**config.mk**
```make
export PLATFORM = sky130hd
export DESIGN_NAME = a429_tx_seq
export DESIGN_NICKNAME = d
export VERILOG_FILES = /design/src/rtl/a429_tx_pkg.sv /design/src/rtl/a429_tx_loader.sv /design/src/rtl/a429_tx_fifo.sv /design/src/rtl/a429_tx_serial.sv /design/src/rtl/a429_tx_seq.sv
export SDC_FILE = /design/constraint.sdc
export NUM_CORES = 1
export LEC_CHECK = 0
export BUFFER_PORTS_ARGS = -buffer_cell sky130_fd_sc_hd__buf_2
export CAP_MARGIN = 20
export CORE_ASPECT_RATIO = 0.7
export CORE_MARGIN = 3
export CORE_UTILIZATION = 45
export DETAILED_ROUTE_END_ITERATION = 8
export SETUP_SLACK_MARGIN = 0.02
export SLEW_MARGIN = 15
export SYNTH_ARGS = -nofsm -noshare
export SYNTH_HDL_FRONTEND = slang
export SYNTH_HIERARCHICAL = 1
export SYNTH_SLANG_ARGS = --single-unit
```
**constraint.sdc**
```tcl
create_clock -name clk -period 5.4 [get_ports clk]
set_input_delay 0.54 -clock clk [delete_from_list [all_inputs] [get_ports clk]]
set_output_delay 0.54 -clock clk [all_outputs]
set_load 0.05 [all_outputs]
```
**src/rtl/a429_tx_pkg.sv**
```systemverilog
package a429_tx_pkg;

    localparam int WORD_W = 32;
    localparam int HALF_W = 16;

    typedef enum logic [1:0] {
        ST_IDLE = 2'd0,
        ST_DATA = 2'd1,
        ST_NULL = 2'd2,
        ST_GAP  = 2'd3
    } tx_state_e;

    typedef struct packed {
        logic a;
        logic b;
    } line_pair_t;

    // Replace the top bit with parity when enabled; polarity 0 = odd, 1 = even.
    function automatic logic [WORD_W-1:0] fix_parity(
        input logic [WORD_W-1:0] w,
        input logic              en,
        input logic              even
    );
        logic [WORD_W-1:0] r;
        logic              low_ones;
        r        = w;
        low_ones = ^w[WORD_W-2:0];
        if (en) begin
            r[WORD_W-1] = low_ones ^ ~even;
        end
        return r;
    endfunction

    // Map a bit value and a drive qualifier onto the differential pair.
    function automatic line_pair_t encode(input logic bit_v, input logic drive);
        line_pair_t p;
        p.a = drive & bit_v;
        p.b = drive & ~bit_v;
        return p;
    endfunction

endpackage

```
**src/rtl/a429_tx_loader.sv**
```systemverilog
module a429_tx_loader
    import a429_tx_pkg::*;
(
    input  logic              clk,
    input  logic              rst,
    input  logic              wr_lo,
    input  logic              wr_hi,
    input  logic [HALF_W-1:0] wr_data,
    output logic              commit,
    output logic [WORD_W-1:0] word
);

    logic [HALF_W-1:0] lo_q;
    logic              pend_q;

    always_ff @(posedge clk) begin
        if (rst) begin
            lo_q   <= '0;
            pend_q <= 1'b0;
        end else if (wr_lo) begin
            lo_q   <= wr_data;
            pend_q <= 1'b1;
        end else if (wr_hi) begin
            pend_q <= 1'b0;
        end
    end

    assign commit = wr_hi & pend_q;
    assign word   = {wr_data, lo_q};

endmodule

```
**src/rtl/a429_tx_fifo.sv**
```systemverilog
module a429_tx_fifo #(
    parameter int DEPTH = 32,
    parameter int W     = 32,
    localparam int AW   = (DEPTH > 1) ? $clog2(DEPTH) : 1,
    localparam int CW   = $clog2(DEPTH + 1)
) (
    input  logic          clk,
    input  logic          rst,
    input  logic          push,
    input  logic [W-1:0]  wdata,
    input  logic          pop,
    output logic [W-1:0]  rdata,
    output logic [CW-1:0] count,
    output logic          empty,
    output logic          full
);

    logic [W-1:0]  mem [DEPTH];
    logic [AW-1:0] wr_ptr;
    logic [AW-1:0] rd_ptr;
    logic          push_ok;
    logic          pop_ok;

    assign empty   = (count == '0);
    assign full    = (count == CW'(DEPTH));
    assign push_ok = push & ~full;
    assign pop_ok  = pop & ~empty;
    assign rdata   = mem[rd_ptr];

    function automatic logic [AW-1:0] step(input logic [AW-1:0] p);
        return (p == AW'(DEPTH - 1)) ? '0 : p + 1'b1;
    endfunction

    always_ff @(posedge clk) begin
        if (push_ok) begin
            mem[wr_ptr] <= wdata;
        end
    end

    always_ff @(posedge clk) begin
        if (rst) begin
            wr_ptr <= '0;
            rd_ptr <= '0;
            count  <= '0;
        end else begin
            if (push_ok) wr_ptr <= step(wr_ptr);
            if (pop_ok)  rd_ptr <= step(rd_ptr);
            case ({push_ok, pop_ok})
                2'b10:   count <= count + 1'b1;
                2'b01:   count <= count - 1'b1;
                default: count <= count;
            endcase
        end
    end

endmodule

```
**src/rtl/a429_tx_serial.sv**
```systemverilog
module a429_tx_serial
    import a429_tx_pkg::*;
#(
    parameter int HS_DIV   = 10,
    parameter int LS_DIV   = 80,
    parameter int GAP_BITS = 4,
    localparam int HS_HALF = HS_DIV / 2,
    localparam int LS_HALF = LS_DIV / 2,
    localparam int HS_GAP  = HS_DIV * GAP_BITS,
    localparam int LS_GAP  = LS_DIV * GAP_BITS,
    localparam int MAXC    = (LS_GAP > HS_GAP) ? LS_GAP : HS_GAP,
    localparam int TW      = $clog2(MAXC + 1),
    localparam int BW      = $clog2(WORD_W)
) (
    input  logic              clk,
    input  logic              rst,
    input  logic              enable,
    input  logic              rate_slow,
    input  logic              par_en,
    input  logic              par_even,
    input  logic              test_null,
    input  logic              fifo_empty,
    input  logic [WORD_W-1:0] fifo_rdata,
    output logic              fifo_pop,
    output logic              line_a,
    output logic              line_b,
    output tx_state_e         state_o
);

    tx_state_e         st;
    logic [TW-1:0]     cnt;
    logic [BW-1:0]     bit_idx;
    logic [WORD_W-1:0] shreg;
    logic              rate_q;
    logic [TW-1:0]     half_lim;
    logic [TW-1:0]     gap_lim;
    logic              start_ok;
    logic              load_now;
    line_pair_t        drv;

    assign half_lim = rate_q ? TW'(LS_HALF) : TW'(HS_HALF);
    assign gap_lim  = rate_q ? TW'(LS_GAP)  : TW'(HS_GAP);
    assign start_ok = enable & ~fifo_empty;
    assign load_now = start_ok &
                      ((st == ST_IDLE) || (st == ST_GAP && cnt == gap_lim - 1'b1));
    assign fifo_pop = load_now;

    always_ff @(posedge clk) begin
        if (rst) begin
            st      <= ST_IDLE;
            cnt     <= '0;
            bit_idx <= '0;
            shreg   <= '0;
            rate_q  <= 1'b0;
        end else if (load_now) begin
            st      <= ST_DATA;
            cnt     <= '0;
            bit_idx <= '0;
            shreg   <= fix_parity(fifo_rdata, par_en, par_even);
            rate_q  <= rate_slow;
        end else begin
            case (st)
                ST_DATA: begin
                    if (cnt == half_lim - 1'b1) begin
                        st  <= ST_NULL;
                        cnt <= '0;
                    end else begin
                        cnt <= cnt + 1'b1;
                    end
                end
                ST_NULL: begin
                    if (cnt == half_lim - 1'b1) begin
                        cnt <= '0;
                        if (bit_idx == BW'(WORD_W - 1)) begin
                            st <= ST_GAP;
                        end else begin
                            st      <= ST_DATA;
                            bit_idx <= bit_idx + 1'b1;
                            shreg   <= {1'b0, shreg[WORD_W-1:1]};
                        end
                    end else begin
                        cnt <= cnt + 1'b1;
                    end
                end
                ST_GAP: begin
                    if (cnt == gap_lim - 1'b1) begin
                        st  <= ST_IDLE;
                        cnt <= '0;
                    end else begin
                        cnt <= cnt + 1'b1;
                    end
                end
                default: begin
                    st  <= ST_IDLE;
                    cnt <= '0;
                end
            endcase
        end
    end

    assign drv     = encode(shreg[0], (st == ST_DATA) & ~test_null);
    assign line_a  = drv.a;
    assign line_b  = drv.b;
    assign state_o = st;

endmodule

```
**src/rtl/a429_tx_seq.sv**
```systemverilog
module a429_tx_seq
    import a429_tx_pkg::*;
#(
    parameter int DEPTH    = 32,
    parameter int HS_DIV   = 10,
    parameter int LS_DIV   = 80,
    parameter int GAP_BITS = 4,
    localparam int CNT_W   = $clog2(DEPTH + 1)
) (
    input  logic        clk,
    input  logic        rst,
    input  logic        wr_lo,
    input  logic        wr_hi,
    input  logic [15:0] wr_data,
    input  logic        tx_enable,
    input  logic        rate_slow,
    input  logic        parity_en,
    input  logic        parity_even,
    input  logic        test_null,
    output logic        line_a,
    output logic        line_b,
    output logic        ready,
    output logic        half_full_n,
    output logic        full
);

    logic              commit;
    logic [WORD_W-1:0] new_word;
    logic              pop;
    logic [WORD_W-1:0] head_word;
    logic [CNT_W-1:0]  fifo_count;
    logic              fifo_empty;
    tx_state_e         tx_state;

    a429_tx_loader u_loader (
        .clk     (clk),
        .rst     (rst),
        .wr_lo   (wr_lo),
        .wr_hi   (wr_hi),
        .wr_data (wr_data),
        .commit  (commit),
        .word    (new_word)
    );

    a429_tx_fifo #(
        .DEPTH (DEPTH),
        .W     (WORD_W)
    ) u_fifo (
        .clk   (clk),
        .rst   (rst),
        .push  (commit),
        .wdata (new_word),
        .pop   (pop),
        .rdata (head_word),
        .count (fifo_count),
        .empty (fifo_empty),
        .full  (full)
    );

    a429_tx_serial #(
        .HS_DIV   (HS_DIV),
        .LS_DIV   (LS_DIV),
        .GAP_BITS (GAP_BITS)
    ) u_serial (
        .clk        (clk),
        .rst        (rst),
        .enable     (tx_enable),
        .rate_slow  (rate_slow),
        .par_en     (parity_en),
        .par_even   (parity_even),
        .test_null  (test_null),
        .fifo_empty (fifo_empty),
        .fifo_rdata (head_word),
        .fifo_pop   (pop),
        .line_a     (line_a),
        .line_b     (line_b),
        .state_o    (tx_state)
    );

    assign ready       = fifo_empty & (tx_state == ST_IDLE);
    assign half_full_n = (fifo_count < CNT_W'(DEPTH / 2));

endmodule

```
==> flow_summary_export.csv, run 1 <==
group,metric,value,unit
run_status,outcome,"finished clean",
placed_design,dpl.hpwl,65800,µm
floorplanning,core_area,0.0964,mm²
floorplanning,start_util,0.455,
global_routing,grt_pass1_vias,22600,
clock_tree,cts_tree,"yes",
clock_tree,hold_buffers,0,
clock_tree,post_cts_buffers,0,
floorplanning,die_x,379,µm
power_and_ir_drop,pwr-share-clk,0.422,
critical_path,cp.required,5.98,ns
clock_tree,htree_levels,3,
timing,rsz0062_at_grt,"false",
critical_path,cp.arrival,4.91,ns
timing,worst_pin_slew,1.15,ns
synthesis,ys_warn_count,6,
clock_tree,clk_path_buf_depth,3,
detailed_routing,num_vias,23100,
placed_design,portBuffers,29,
worst_hold_path,min_to,"u_serial/rate_q$_SDFFE_PP0P_",
timing,setup_viol,0,
floorplanning,num_rows,95,
power_and_ir_drop,p_sw,3.47,mW
global_routing,antenna_found_initial,11,
synthesis,synth-main-ff-cell,"edfxtp_1",
synthesis,syn_nets,2445,
cells_and_area,drive_above_1_share,0.267,
detailed_routing,drc,0,
global_routing,grt_max_degree,99,
timing,max_slew_margin,0.229,
cells_and_area,syn_to_final_growth,12.6,%
clock_tree,root_buffer,"clkbuf_16",
cells_and_area,n_fill_cell,7734,
timing,setup-tns-final,0,ns
cells_and_area,final_area,0.0494,mm²
floorplanning,dieArea,0.101,mm²
detailed_routing,ant_nets,0,
critical_path,r2r-end,"u_serial/shreg[31]$_SDFFE_PP0P_",
detailed_routing,vias_per_cell,5.96,
power_and_ir_drop,ir_worst_vdd,0.287,mV
placed_design,globalplace.congestion,0.833,
worst_hold_path,whs_path_depth,3,
clock_tree,clk_pin_slew,0.06,ns
clock_tree,cts_resized,0,
floorplanning,dieHeight,267,µm
timing,fin_crit,4.33,ns
timing,whs,0.122,ns
job,cap_violations,0,
synthesis,synth_area,0.0439,mm²
critical_path,r2r_cells,12,
placed_design,placed_area,0.0459,mm²
power_and_ir_drop,totalPowerFinal,17.1,mW
detailed_routing,wl_per_cell,29.7,µm
global_routing,grt_pass1_wl,165000,µm
power_and_ir_drop,p_per_area,346,mW/mm²
clock_tree,clock-sinks,1111,
global_routing,grtUsageTotal,0.228,
power_and_ir_drop,seq_power_share,0.554,
synthesis,netlist_instances,2403,
cells_and_area,final_cell_mix,"edfxtp_1, mux2_2, mux4_2, clkbuf_16, dfxtp_1",
floorplanning,io_pins,30,
power_and_ir_drop,leakage,15.2,nW
worst_hold_path,hp-start,"rate_slow",
detailed_routing,totalWireLength,115000,µm
power_and_ir_drop,p_int,13.6,mW
synthesis,syn_area_per_cell,18.3,µm²
clock_tree,clkLatencyLatePin,0.70,ns
power_and_ir_drop,switching_share,0.203,
synthesis,synth.distinct_cells,61,
synthesis,ys_seq_area_frac,0.740,
timing,fmax,231,MHz
critical_path,critPathCaptureType,"flip-flop",
synthesis,ys_ff_latch,1111,
cells_and_area,final_common_cell,"edfxtp_1",
timing,finalHoldViolCount,0,
clock_tree,cts_buffers,103,
timing,final_max_slew_viol_count,0,
detailed_routing,drt_iter0_markers,2764,
worst_hold_path,hp-class,"input pin to flip-flop",
power_and_ir_drop,pwr-share-comb,0.024,
critical_path,cp-start-kind,"flip-flop",
cells_and_area,nets,2515,
synthesis,synth_edf_count,1024,
global_routing,overflow,0,
critical_path,rrSetupSlack,1.07,ns
synthesis,async_flop_share,0,
timing,fin_crit_sh,0.802,
cells_and_area,final_util,0.513,
critical_path,crit_fanout,78,
critical_path,critical_path_class,"flip-flop to flip-flop",
timing,fin_skew,0.0332,ns
detailed_routing,first_pass_iters,5,
synthesized netlist by cell type (all sizes together) (2+ instances only):
cell type | count | area share
or4 | 34 | 0.0058
nand4 | 2 | 0.00029
nand3 | 7 | 0.00080
or3b | 3 | 0.00060
o22ai | 64 | 0.0091
nand3b | 5 | 0.00086
mux2 | 193 | 0.050
and2 | 2 | 0.00029
or4b | 4 | 0.00091
nor4 | 3 | 0.00043
xnor2 | 34 | 0.0068
o21ai | 71 | 0.0081
or2 | 2 | 0.00029
nand2 | 17 | 0.0015
xor2 | 11 | 0.0022
clkbuf | 99 | 0.0085
buf | 59 | 0.010
inv | 13 | 0.0011
a31oi | 5 | 0.00071
edfxtp | 1024 | 0.70
nor3 | 67 | 0.0076
nor2 | 111 | 0.0095
o21a | 2 | 0.00034
nor2b | 67 | 0.0095
and3 | 6 | 0.00086
a211oi | 95 | 0.019
mux2i | 53 | 0.012
a21oi | 18 | 0.0021
a22o | 64 | 0.013
or3 | 6 | 0.00086
nand2b | 7 | 0.0011
mux4 | 128 | 0.066
ha | 17 | 0.0048
o31a | 2 | 0.00040
nor4b | 3 | 0.00094
nor3b | 5 | 0.0011
dfxtp | 87 | 0.040
cells by family after synthesis:
family                     after synthesis  synth area share
DFF                                   1111             0.740
muxes                                  374             0.127
and+or+nand+nor                        355            0.0441
AOI/OAI and AO/OA                      330            0.0546
buffers and inverters                  171            0.0200
xor gates and xnor gates                45           0.00898
adders and majority gates               17           0.00485
area by class of cell:
type	instances	area [µm²]	share of cell area
sequential	1111	32500	0.657
multi-input combinational	1121	10800	0.219
clock buffer	139	2890	0.0584
tap	1309	1640	0.0331
timing repair buffer	123	1050	0.0212
clock inverter	53	464	0.00939
inverter	13	48.8	0.000987
antenna	5	12.5	0.000253
power groups by stage:
stage               Combinational [mW]  Clock [mW]  Sequential (mW)
finish                           0.408        7.23             9.49
global route                     0.434        7.71             9.49
CTS                              0.364        7.38             9.51
detailed placement               0.363           0             9.70
global placement                 0.358           0             9.69
floorplan                        0.249           0             9.66
how the worst max path moves through the flow:
| stage | from | endpoint | slack [ns] | cells after the start |
|---|---|---|---|---|
| after floorplan | u_fifo/count[2]$_SDFFE_PP0P_ | u_fifo/count[4]$_SDFFE_PP0P_ | 1.57 | 19 |
| after global placement | flip-flop | u_serial/shreg[31]$_SDFFE_PP0P_ | 1.18 | 12 |
| after detailed placement | flip-flop | u_serial/shreg[31]$_SDFFE_PP0P_ | 1.22 | 12 |
| after CTS | flip-flop | u_serial/shreg[31]$_SDFFE_PP0P_ | 1.18 | 12 |
| after global routing | flip-flop | u_serial/shreg[31]$_SDFFE_PP0P_ | 0.99 | 12 |
| final | flip-flop | u_serial/shreg[31]$_SDFFE_PP0P_ | 1.07 | 12 |
layer usage:
metal | global-route usage | vias to the layer above | routed length, µm | share of wire
met5 | 0 | - | 49 | 0.00043
met4 | 0.0600 | 8 | 2720 | 0.024
met3 | 0.0468 | 151 | 9080 | 0.079
met2 | 0.339 | 902 | 51200 | 0.44
met1 | 0.345 | 12200 | 52100 | 0.45
li1 | - | 9820 | - | -
per-stage QoR:
step / setup slack (ns) / instances
after detailed placement: 1.22 / 3667
after floorplan: 1.57 / 2403
after global routing: 0.995 / 3869
after CTS: 1.18 / 3859
after global placement: 1.18 / 3667
final: 1.07 / 3874
sequential cells by signal, summed over array words and instances, names as in the netlist, named ones only:
name / flops
u_loader/lo_q: 16
u_fifo/rd_ptr: 5
u_serial/bit_idx: 5
u_fifo/mem: 1024
u_fifo/count: 6
u_fifo/wr_ptr: 5
u_serial/shreg: 32
u_serial/state_o: 2
u_serial/rate_q: 1
u_serial/cnt: 9
u_loader/pend_q: 1
critical path, cell delays in order, from the launching register on:
cell,delay [ns]
dfxtp_4,0.52
buf_12,0.24
buf_12,0.36
mux2_2,0.39
o22ai_1,0.22
nor3_1,0.14
or4_1,0.64
xor2_1,0.22
xnor2_1,0.15
xnor2_1,0.59
xnor2_1,0.24
xnor2_1,0.19
o41ai_1,0.25
Power figures use the tool's default switching activity.
==> run 2: changes to the inputs <==
Clock period 5.4 ns to 3.6 ns, I/O delays scaled along.
==> run 2 against run 1 <==
Effect of this change:
- maximum frequency is 23% higher
- combinational power is 60% higher
- highest routed layer unchanged
- non-clock buffer count is 74 higher
- wire length is 0.33% higher
- largest cell class unchanged
- design area is 2.8% higher
- cell count is 1.8% higher
- clock-buffer cell count is 14 lower
==> flow_summary_export.csv, run 2 (synthesized netlist as in run 1, its figures left out) <==
group,metric,value,unit
timing,final_max_slew_viol_count,0,
critical_path,slowest_delay,0.54,ns
floorplanning,core_area,0.0964,mm²
job,cap_violations,0,
detailed_routing,wl_met3,10200,µm
run_status,outcome,"finished clean",
detailed_routing,drc,0,
floorplanning,die_x,379,µm
timing,rsz0062_at_grt,"true",
power_and_ir_drop,p_per_area,507,mW/mm²
cells_and_area,nets,2588,
critical_path,critPathCaptureType,"flip-flop",
detailed_routing,drt_iter0_markers,2586,
global_routing,antenna_found_initial,7,
placed_design,portBuffers,29,
timing,max_slew_margin,0.287,
clock_tree,clock-sinks,1111,
timing,whs,0.161,ns
floorplanning,dieArea,0.101,mm²
timing,fin_skew,0.0169,ns
cells_and_area,final_common_cell,"edfxtp_1",
detailed_routing,routed.top_layer,"met5",
critical_path,critPathTopFamily,"XOR/XNOR gates",
clock_tree,htree_levels,3,
critical_path,crit_fanout,11,
critical_path,path_buf_inv,2,
clock_tree,cts_buffers,102,
cells_and_area,n_fill_cell,7532,
timing,finalHoldViolCount,0,
timing,fin_crit,3.53,ns
placed_design,dpl.hpwl,63300,µm
clock_tree,clk_pin_slew,0.06,ns
cells_and_area,drive_above_1_share,0.299,
cells_and_area,final_cell_mix,"edfxtp_1, mux2_2, mux4_2, clkbuf_16, buf_4",
detailed_routing,wl_per_cell,29.3,µm
power_and_ir_drop,leakage,15.9,nW
timing,fmax,284,MHz
floorplanning,num_rows,95,
detailed_routing,routed-wl-met2,51600,µm
cells_and_area,multi_input_area,0.0110,mm²
floorplanning,io_pins,30,
clock_tree,cts_tree,"yes",
placed_design,globalplace.congestion,0.786,
timing,fin_crit_sh,0.980,
timing,worst_pin_slew,1.07,ns
detailed_routing,vias_per_cell,5.96,
placed_design,placed_area,0.0469,mm²
clock_tree,root_buffer,"clkbuf_16",
cells_and_area,regMostFlops,"u_fifo/mem",
critical_path,critPathMostFrequentCell,"xnor2_1",
clock_tree,clk_path_buf_depth,3,
detailed_routing,m1WireLength,51100,µm
placed_design,numPlacedInstances,3728,
global_routing,overflow,0,
critical_path,cp.arrival,4.12,ns
cells_and_area,top_regs,"u_fifo/mem x1024, u_serial/shreg x32, u_loader/lo_q x16",
critical_path,cp.required,4.19,ns
detailed_routing,ant_nets,0,
critical_path,path_cells,"buf_4, bufbuf_16, mux4_2, a22o_1, or4_1, xnor2_1, xnor2_1, xnor2_2, xnor2_2, xnor2_1, o41ai_2",
cells_and_area,largest_register_ffs,1024,
clock_tree,clkLatencyLatePin,0.71,ns
worst_hold_path,hp-class,"input pin to flip-flop",
detailed_routing,num_vias,23500,
floorplanning,start_util,0.455,
global_routing,grt_pass1_vias,22700,
detailed_routing,totalWireLength,115000,µm
cells_and_area,syn_to_final_growth,15.8,%
floorplanning,dieHeight,267,µm
power_and_ir_drop,ir_worst_vdd,0.494,mV
critical_path,slowest_stage,"or4_1",
cells_and_area,final_area,0.0508,mm²
cells_and_area,seqCellArea,0.0325,mm²
critical_path,critical_path_class,"flip-flop to flip-flop",
timing,setup_viol,0,
detailed_routing,first_pass_iters,5,
global_routing,grtUsageTotal,0.227,
global_routing,grt_max_degree,68,
cells_and_area,instances_no_fill,3945,
critical_path,cp-start-kind,"flip-flop",
power_and_ir_drop,totalPowerFinal,25.8,mW
cells_and_area,final_util,0.527,
global_routing,grt_pass1_wl,164000,µm
run 2: power by group:
group          switching (mW)  internal, mW  total (mW)
combinational           0.407         0.245       0.651
sequential              0.105          14.1        14.2
clock                    4.74          6.11        10.9
total                    5.25          20.5        25.8
run 2: area by class of cell:
cell class | instances | area share
Multi-Input combinational cell | 1121 | 0.216
Tap cell | 1309 | 0.0322
Clock buffer | 125 | 0.0535
Sequential cell | 1111 | 0.640
Inverter | 13 | 0.000960
Antenna cell | 4 | 0.000197
Timing Repair Buffer | 197 | 0.0448
Clock inverter | 65 | 0.0125
run 2: through the flow:
stage                     setup slack, ns   TNS, ns
after global placement             -0.177    -0.177
after floorplan                    0.0457         0
after global routing              -0.0902   -0.0902
after detailed placement           -0.131    -0.135
final                              0.0732         0
after CTS                        -0.00483  -0.00483
run 2: path summary, 6_finish.rpt:
kind                            cells after the start                    startpoint                               to  slack (ns)
worst max-delay path                               11                     flip-flop  u_serial/shreg[31]$_SDFFE_PP0P_        0.07
worst min-delay path                                1                   wr_data[13]      u_fifo/mem[1][29]$_DFFE_PP_        0.16
worst max register to register                     11                     flip-flop  u_serial/shreg[31]$_SDFFE_PP0P_        0.07
worst min register to register                      2  u_loader/pend_q$_SDFFE_PP0P_     u_loader/pend_q$_SDFFE_PP0P_        0.49
run 2: timing repair:
| item | 4_1_cts | 5_1_grt |
|---|---|---|
| pin swaps | 4 | 5 |
| buffers inserted | 3 | 6 |
| hold endpoints to repair | 3 | 0 |
| hold buffers | 3 | 0 |
| endpoints found under the setup margin | 2 | 5 |
| gates cloned | 2 | 3 |
| gates resized for setup | 11 | 23 |
run 2: metal layers:
layer  vias to the layer above  track usage
met3                       166       0.0617
met4                         4       0.0501
li1                       9973            -
met5                         -            0
met1                     12500        0.337
met2                       877        0.338
==> run 3: changes to the inputs <==
Settings changed: SYNTH_HIERARCHICAL 1 to not set.
Clock period 3.6 ns to 3.2 ns, I/O delays scaled along.
==> run 3 against run 2 <==
Effect of this change:
- the run now ends with setup timing left
- critical path depth rose by 1
- via count grew 1.1%
- power increased by 47%
- hold slack got worse by 0.14 ns
- synthesized cell count decreased by 6.1%
- utilization is 1.8 points higher
- wire length increased by 3.5%
- sequential power increased by 16%
==> flow_summary_export.csv, run 3 <==
group,metric,value,unit
worst_hold_path,hp-class,"input pin to flip-flop",
detailed_routing,ant_nets,0,
timing,max_slew_margin,0.296,
floorplanning,io_pins,30,
detailed_routing,vias_per_cell,6.11,
synthesis,synth_area_leaders,"edfxtp_1, mux4_2, mux2i_1",
detailed_routing,totalWireLength,120000,µm
placed_design,dpl.hpwl,68100,µm
synthesis,netlist_instances,2256,
global_routing,grt_pass1_wl,170000,µm
synthesis,ys_seq_area_frac,0.743,
synthesis,synth_area,0.0437,mm²
floorplanning,dieHeight,267,µm
critical_path,cp-start-kind,"flip-flop",
synthesis,synth_top_area_frac,0.703,
cells_and_area,n_fill_cell,7215,
synthesis,syn_area_per_cell,19.4,µm²
timing,rsz0062_at_grt,"true",
power_and_ir_drop,ir_worst_vdd,0.580,mV
placed_design,globalplace.congestion,0.807,
cells_and_area,drive_above_1_share,0.296,
global_routing,antenna_found_initial,1,
timing,finalHoldViolCount,0,
job,cap_violations,0,
placed_design,pre_cts_ws,-0.516,ns
detailed_routing,drc,0,
detailed_routing,first_pass_iters,6,
synthesis,ys_warn_count,0,
timing,fin_skew,0.0244,ns
synthesis,syn_nets,2299,
detailed_routing,num_vias,23800,
timing,setup_viol,1,
clock_tree,htree_levels,3,
clock_tree,cts_tree,"yes",
global_routing,grt_pass1_vias,23100,
synthesis,yosys.area.top_type,"edfxtp_1",
cells_and_area,num_antenna_cells,0,
timing,setup_ws,-0.346,ns
power_and_ir_drop,leakage,16.4,nW
timing,final_max_slew_viol_count,0,
critical_path,cp.required,3.73,ns
critical_path,critical_path_class,"flip-flop to flip-flop",
cells_and_area,final_area,0.0519,mm²
clock_tree,clk_path_buf_depth,3,
floorplanning,start_util,0.459,
cells_and_area,nets,2593,
placed_design,portBuffers,29,
synthesis,synth.distinct_cells,66,
clock_tree,clock-sinks,1111,
floorplanning,num_rows,94,
cells_and_area,syn_to_final_growth,18.6,%
clock_tree,clk_pin_slew,0.07,ns
cells_and_area,instances_no_fill,3884,
timing,worst_pin_slew,1.05,ns
floorplanning,dieArea,0.101,mm²
run_status,violations,"setup timing",
synthesis,synthTopCellsByCount,"edfxtp_1, mux2i_1, mux4_2, nor2_1, dfxtp_1",
global_routing,overflow,0,
timing,fin_crit,3.55,ns
synthesis,synth-main-ff-cell,"edfxtp_1",
critical_path,crit_fanout,6,
placed_design,numPlacedInstances,3654,
clock_tree,cts_buffers,100,
synthesis,synth_edf_count,1024,
synthesis,synth.most_common_cell,"edfxtp_1",
floorplanning,die_x,379,µm
clock_tree,clkLatencyLatePin,0.70,ns
floorplanning,core_area,0.0951,mm²
cells_and_area,final_util,0.545,
cells_and_area,final_cell_mix,"edfxtp_1, buf_4, mux2i_1, mux4_2, clkbuf_16",
critical_path,cp.arrival,4.08,ns
cells_and_area,largest_register_ffs,1024,
global_routing,grtUsageTotal,0.237,
power_and_ir_drop,p_per_area,730,mW/mm²
timing,fin_crit_sh,1.11,
detailed_routing,drt_iter0_markers,3060,
detailed_routing,wl_per_cell,30.8,µm
timing,fmax,282,MHz
global_routing,grt_max_degree,68,
critical_path,critPathCaptureType,"flip-flop",
run_status,outcome,"complete, but fails checks",
cells_and_area,top_regs,"u_fifo.mem x1024, u_serial.shreg x32, u_loader.lo_q x16",
cells_and_area,regMostFlops,"u_fifo.mem",
placed_design,placed_area,0.0476,mm²
cells_and_area,final_common_cell,"edfxtp_1",
synthesis,ys_ff_latch,1111,
clock_tree,root_buffer,"clkbuf_16",
synthesis,async_flop_share,0,
-- run 3: cell count changes in the layout (fill, tap and decap cells not counted), sizes merged, moves of 37 or more --
cell,previous run,this run
o22ai,64,5
nor3,67,3
o21ai,71,24
mux2,193,14
a22o,64,11
a221oi,0,59
a211oi,95,46
mux4,128,193
nand2,17,66
nor2b,67,21
mux2i,53,191
a22oi,0,37
buf,189,318
-- run 3: path summary, 6_finish.rpt --
kind / from / to / slack, ns / cells past startpoint
worst max-delay path: flip-flop / u_serial.shreg[31]$_SDFFE_PP0P_ / -0.35 / 12
worst min-delay path: parity_en / u_serial.shreg[31]$_SDFFE_PP0P_ / 0.03 / 3
worst max register to register: flip-flop / u_serial.shreg[31]$_SDFFE_PP0P_ / -0.35 / 12
worst min register to register: u_serial.cnt[0]$_SDFF_PP0_ / u_serial.cnt[0]$_SDFF_PP0_ / 0.46 / 1
-- run 3: logic make-up (layout without fill, tap and decap cells) --
group,after synthesis,count (layout),share of synthesized area
buf+inv,143,523,0.0200
mux,398,398,0.148
xor+xnor,41,41,0.00964
simple gates,278,278,0.0296
compound gates,267,267,0.0444
flops,1111,1111,0.743
fa+ha+maj,18,18,0.00515
-- run 3: metal layers --
metal	wire [µm]	global-route usage	part of all wire
met4	2440	0.0497	0.020
met1	52700	0.368	0.44
met2	52800	0.347	0.44
met5	85	0	0.00071
met3	11500	0.0517	0.097
-- run 3: power by group --
group	switching (mW)	total, mW	internal (mW)
sequential	0.332	16.5	16.1
clock	5.28	12.3	7.02
combinational	4.40	9.09	4.69
total	10.0	37.9	27.9
-- run 3: worst max-delay path, cell delays in order, from the launching register on --
cell	delay [ns]
dfxtp_4	0.39
buf_6	0.14
buf_12	0.14
buf_8	0.14
mux4_2	0.49
mux4_2	0.51
a21oi_4	0.21
xnor2_2	0.16
xnor3_1	0.44
xnor3_2	0.44
xnor2_2	0.17
a21oi_2	0.13
a211oi_2	0.04
-- run 3: stage by stage --
stage | power, mW | hold slack (ns) | setup TNS, ns
floorplan | 22.0 | 0.419 | 0
global placement | 24.6 | 0.447 | -0.535
detailed placement | 24.7 | 0.452 | -0.516
CTS | 37.3 | 0.0102 | -0.337
global route | 39.2 | 0.0134 | -0.427
finish | 37.9 | 0.0253 | -0.346
-- run 3: final cells by class --
| cell class | instances | area (µm²) | area share |
|---|---|---|---|
| Clock inverter | 44 | 495 | 0.00955 |
| Clock buffer | 144 | 2850 | 0.0550 |
| Tap cell | 1248 | 1560 | 0.0301 |
| Multi-Input combinational cell | 1002 | 11000 | 0.212 |
| Sequential cell | 1111 | 32500 | 0.627 |
| Timing Repair Buffer | 322 | 3420 | 0.0660 |
| Inverter | 13 | 50.0 | 0.000965 |
-- run 3: timing repair --
item	in CTS	in global routing
endpoints found under the setup margin	1	4
endpoints found under the hold margin	2	0
hold buffers	2	0
gates cloned	1	2
gates resized for setup	39	50
pin swaps	7	20
setup buffers	15	15
